`config.mk`:
```
export PLATFORM = sky130hd
export DESIGN_NAME = adc_cs_readout
export DESIGN_NICKNAME = d
export VERILOG_FILES = /design/src/rtl/adc_rd_pkg.sv /design/src/rtl/adc_pin_sync.sv /design/src/rtl/adc_conv_timer.sv /design/src/rtl/adc_shift_out.sv /design/src/rtl/adc_cs_readout.sv
export SDC_FILE = /design/constraint.sdc
export NUM_CORES = 1
export LEC_CHECK = 0
export ABC_AREA = 1
export CAP_MARGIN = 40
export CORE_MARGIN = 10
export CORE_UTILIZATION = 25
export CTS_CLUSTER_DIAMETER = 40
export DETAILED_ROUTE_END_ITERATION = 16
export PLACE_DENSITY = 0.49
export SKIP_LAST_GASP = 1
export SLEW_MARGIN = 20
export SYNTH_ARGS = -nofsm -noshare
export SYNTH_HDL_FRONTEND = slang
export SYNTH_SLANG_ARGS = --single-unit
```
`constraint.sdc`:
```
create_clock -name clk -period 1.9 [get_ports clk]
set_input_delay 0.38 -clock clk [delete_from_list [all_inputs] [get_ports clk]]
set_output_delay 0.38 -clock clk [all_outputs]
set_load 0.01 [all_outputs]
```
`src/rtl/adc_rd_pkg.sv`:
```
package adc_rd_pkg;
  typedef enum int {
    PIN_TRIG = 0,
    PIN_SCLK = 1
  } pin_idx_e;
  localparam int NUM_PINS = 2;
endpackage

```
`src/rtl/adc_pin_sync.sv`:
```
module adc_pin_sync #(
  parameter int W      = 2,
  parameter int STAGES = 2
) (
  input  logic         clk,
  input  logic         rst_n,
  input  logic [W-1:0] din,
  output logic [W-1:0] level,
  output logic [W-1:0] rise,
  output logic [W-1:0] fall
);
  for (genvar i = 0; i < W; i++) begin : g_bit
    logic [STAGES:0] chain;
    always_ff @(posedge clk or negedge rst_n) begin
      if (!rst_n) chain <= '0;
      else        chain <= {chain[STAGES-1:0], din[i]};
    end
    assign level[i] = chain[STAGES-1];
    assign rise[i]  = chain[STAGES-1] & ~chain[STAGES];
    assign fall[i]  = ~chain[STAGES-1] & chain[STAGES];
  end
endmodule

```
`src/rtl/adc_conv_timer.sv`:
```
module adc_conv_timer #(
  parameter int CYCLES = 20
) (
  input  logic clk,
  input  logic rst_n,
  input  logic start,
  output logic busy,
  output logic done
);
  localparam int CW = (CYCLES > 1) ? $clog2(CYCLES) : 1;
  localparam logic [CW-1:0] LAST = CW'(CYCLES - 1);

  logic [CW-1:0] cnt;

  assign done = busy && (cnt == LAST);

  always_ff @(posedge clk or negedge rst_n) begin
    if (!rst_n) begin
      busy <= 1'b0;
      cnt  <= '0;
    end else if (!busy) begin
      if (start) begin
        busy <= 1'b1;
        cnt  <= '0;
      end
    end else if (done) begin
      busy <= 1'b0;
    end else begin
      cnt <= cnt + 1'b1;
    end
  end
endmodule

```
`src/rtl/adc_shift_out.sv`:
```
module adc_shift_out #(
  parameter int BITS = 16
) (
  input  logic                    clk,
  input  logic                    rst_n,
  input  logic                    abort,
  input  logic                    load,
  input  logic [BITS-1:0]         load_data,
  input  logic                    shift,
  output logic                    msb,
  output logic                    avail,
  output logic [$clog2(BITS)-1:0] bit_cnt
);
  localparam int BCW = $clog2(BITS);
  localparam logic [BCW-1:0] LASTB = BCW'(BITS - 1);

  logic [BITS-1:0] shreg;

  assign msb = shreg[BITS-1];

  always_ff @(posedge clk or negedge rst_n) begin
    if (!rst_n) begin
      shreg   <= '0;
      avail   <= 1'b0;
      bit_cnt <= '0;
    end else if (abort) begin
      avail <= 1'b0;
    end else if (load) begin
      shreg   <= load_data;
      avail   <= 1'b1;
      bit_cnt <= '0;
    end else if (shift) begin
      shreg   <= {shreg[BITS-2:0], 1'b0};
      bit_cnt <= bit_cnt + 1'b1;
      if (bit_cnt == LASTB) avail <= 1'b0;
    end
  end
endmodule

```
`src/rtl/adc_cs_readout.sv`:
```
module adc_cs_readout
  import adc_rd_pkg::*;
#(
  parameter int RES_BITS    = 16,
  parameter int CONV_CYCLES = 20,
  parameter int SYNC_STAGES = 2
) (
  input  logic                clk,
  input  logic                rst_n,
  input  logic                conv_trig,
  input  logic                ser_clk,
  input  logic                mode_cfg,
  input  logic [RES_BITS-1:0] sample_in,
  output logic                ser_out,
  output logic                ser_out_en,
  output logic                acq_idle
);
  localparam int BCW = $clog2(RES_BITS);

  logic [NUM_PINS-1:0] pin_raw, pin_lvl, pin_rise, pin_fall;
  logic trig_lvl, trig_rise, sck_fall;
  logic busy, conv_done, start, avail, shift_en;
  logic [BCW-1:0] bit_cnt;

  always_comb begin
    pin_raw           = '0;
    pin_raw[PIN_TRIG] = conv_trig;
    pin_raw[PIN_SCLK] = ser_clk;
  end

  adc_pin_sync #(.W(NUM_PINS), .STAGES(SYNC_STAGES)) u_sync (
    .clk(clk), .rst_n(rst_n), .din(pin_raw),
    .level(pin_lvl), .rise(pin_rise), .fall(pin_fall)
  );

  assign trig_lvl  = pin_lvl[PIN_TRIG];
  assign trig_rise = pin_rise[PIN_TRIG];
  assign sck_fall  = pin_fall[PIN_SCLK];
  assign start     = trig_rise & mode_cfg;

  adc_conv_timer #(.CYCLES(CONV_CYCLES)) u_timer (
    .clk(clk), .rst_n(rst_n), .start(start), .busy(busy), .done(conv_done)
  );

  assign ser_out_en = avail & ~trig_lvl & ~busy;
  assign shift_en   = sck_fall & ser_out_en;
  assign acq_idle   = ~busy;

  adc_shift_out #(.BITS(RES_BITS)) u_shift (
    .clk(clk), .rst_n(rst_n), .abort(trig_rise), .load(conv_done),
    .load_data(sample_in), .shift(shift_en), .msb(ser_out),
    .avail(avail), .bit_cnt(bit_cnt)
  );
endmodule

```
==> impl_metrics.yaml <==
drt:
  drt_iter0_markers: 57
  routedWlPerCell_microns: 11.9
  firstDrtPassIters: 4
  vias_per_cell: 4.33
  drt_wl_total_microns: 3730
  postRouteAntennaNets: 0
  via_count: 1364
  drcViolationCount: 0
place:
  io_buffers: 23
  dpl.hpwl_microns: 2510
  dp.cells: 307
  placed_area_sq_um: 1960
  gp_congestion: 0.776
die:
  rows: 29
  die_x_microns: 102
  fp.coreArea_sq_um: 6420
  initial_utilization_pct: 26.0
  die_h_microns: 102
  dieArea_sq_um: 10300
  io_pins: 24
timing:
  hold_violations: 0
  setup_viol: 0
  totalNegativeSetupSlack_ps: 0
  fmax_mhz: 555
  slew_headroom_pct: 70.9
  finClkSkew_ps: 7.52
  tightestPinTransition_ps: 436
  grt_setup_unrepaired: "no"
  min_period_ps: 1800
  slew_viol_final: 0
  timing.final.crit_share_pct: 94.8
cells_and_area:
  final_core_util_pct: 32.3
  fin_cells: 315
  nFillCells: 683
  ff_latch_area_sq_um: 826
  drive_gt1_share_pct: 11.3
  antenna_cells: 0
  fin_nets: 260
  syn_to_final_growth_pct: 24.2
  multi_input_area_sq_um: 719
  final_area_sq_um: 2070
global_routing:
  grt_pass1_wl_microns: 6480
  overflow: 0
  antenna_found_initial: 0
  grt_pass1_vias: 1421
  grt_max_degree: 34
  track_usage_pct: 7.76
clocking:
  numCtsBuffers: 5
  h-tree-depth: 2
  holdBufCountCts: 0
  clock_path_buffers: 2
  clock_latency_ps: 280
  cts.sinks: 33
  clk_pin_slew_ps: 70
  cts_tree: "built"
  cts-root-buf: "clkbuf_8"
synthesis:
  synthesis.area_sq_um: 1670
  ys_ff_latch: 33
  synthCells: 210
  yosysWarnings: 0
  synth-seq-area-share_pct: 49.5
  synth.distinct_cells: 22
  postSynthNetCount: 233
  synth_area_per_cell_sq_um: 7.95
setup_path:
  cp-end-kind: "primary output"
  startpoint_type: "flop"
  crit_fanout: 9
  required_ps: 1520
  worstSetupPathType: "flop to primary output"
  cp_data_arrival_time_ps: 1420
hold_path:
  hold_path_class: "flop to flop"
power_and_ir_drop:
  p_per_area_nw_per_um2: 1180
  vdd_drop_max_v: 0.000441
  p_leak_nw: 1.01
flow_run:
  drv_cap: 0
status:
  status: "complete, no violations"
## through the flow
step / hold slack, ps / setup WS [ps] / power [mW]
6_report: 349 / 99.5 / 2.46
2_1_floorplan: 84.4 / 542 / 1.63
5_1_grt: 364 / 33.9 / 2.68
3_3_place_gp: 335 / 283 / 1.79
4_1_cts: 352 / 66.5 / 2.50
3_5_place_dp: 336 / 282 / 1.80
## power by group
part | internal, mW | total, mW | switching, mW | leakage (nW)
logic | 0.327 | 0.700 | 0.372 | 0.582
clock network | 0.428 | 0.686 | 0.259 | 0.0585
registers | 0.912 | 1.07 | 0.158 | 0.374
total | 1.67 | 2.46 | 0.789 | 1.01
## final timing paths
path,from,to,slack (ps),depth (start not counted)
setup reg to reg,u_timer.cnt[0]$_DFFE_PN0P_,u_shift.shreg[8]$_DFFE_PN0P_,320,7
setup / recovery,u_timer.busy$_DFF_PN0_,acq_idle,100,3
hold / removal,u_sync.g_bit[1].chain[0]$_DFF_PN0_,u_sync.g_bit[1].chain[1]$_DFF_PN0_,350,0
max in group asynchronous,rst_n,u_timer.cnt[1]$_DFFE_PN0P_,1070,2
hold reg to reg,u_sync.g_bit[1].chain[0]$_DFF_PN0_,u_sync.g_bit[1].chain[1]$_DFF_PN0_,350,0
min in group asynchronous,rst_n,u_shift.shreg[7]$_DFFE_PN0P_,520,2
## worst max-delay path: stages, from the launching register on
cell             delay, ps
dfrtp_1                370
buf_4                  170
inv_1                   70
clkdlybuf4s50_1        530
## kinds of logic (layout without fill, tap and decap cells)
| kind of cell | count (synthesis) | in the layout | synth area share [%] |
|---|---|---|---|
| and+or+nand+nor | 151 | 151 | 39.9 |
| adders and majority gates | 2 | 2 | 1.50 |
| DFF | 33 | 33 | 49.5 |
| AOI/OAI and AO/OA | 4 | 4 | 1.20 |
| xor gates and xnor gates | 1 | 1 | 0.525 |
| buffers and inverters | 19 | 47 | 7.42 |
## flip-flops by register name, indices dropped and copies added, names as in the netlist
signal              cells
u_sync.g_bit.chain      6
u_shift.shreg          16
u_timer.cnt             5
u_shift.bit_cnt         4
u_shift.avail           1
u_timer.busy            1
## layout by cell type (no fill, tap or decap), drive strengths merged
cell and count:
nand4 5, clkbuf 7, buf 7, xnor2 1
clkinv 1, o21ai 3, inv 8, dlygate4sd2 1
nor3 1, a21oi 1, dfrtp 33, nor2 7
nand3 31, clkdlybuf4s50 22, nand2 105, ha 2
or2 2, bufinv 1
## layer usage
| layer | global-route usage (%) | vias up | share of wire, % |
|---|---|---|---|
| li1 | - | 716 | - |
| met1 | 9.11 | 627 | 50 |
| met2 | 12.7 | 19 | 45 |
| met3 | 2.59 | 2 | 4.0 |
| met4 | 3.30 | 0 | 0.78 |
| met5 | 0 | - | 0 |
## area by class of cell
type	count	area share [%]
well taps	77	4.65
inverters	9	1.63
repair buffers	30	13.6
clock inverters	1	1.45
flip-flops and latches	33	39.8
clock buffers	7	4.16
multi-input cells	158	34.7
## synthesized netlist by cell type, drive strengths merged
cell type	instances	area, sq um
buf	10	90.1
nor3	1	5.00
nand3	31	160
inv	8	30.0
dfrtp	33	826
nor2	7	33.8
or2	2	12.5
nand2	105	417
xnor2	1	8.76
a21oi	1	5.00
nand4	5	37.5
ha	2	25.0
o21ai	3	15.0
clkinv	1	3.75
## what timing repair did
action | 4_1_cts | 5_1_grt
resized for setup | 1 | 0
buffers inserted | 0 | 0
endpoints found under the hold margin | 0 | 0
setup endpoints to repair | 1 | 0
Note: power is estimated with default switching activity, not from simulation.
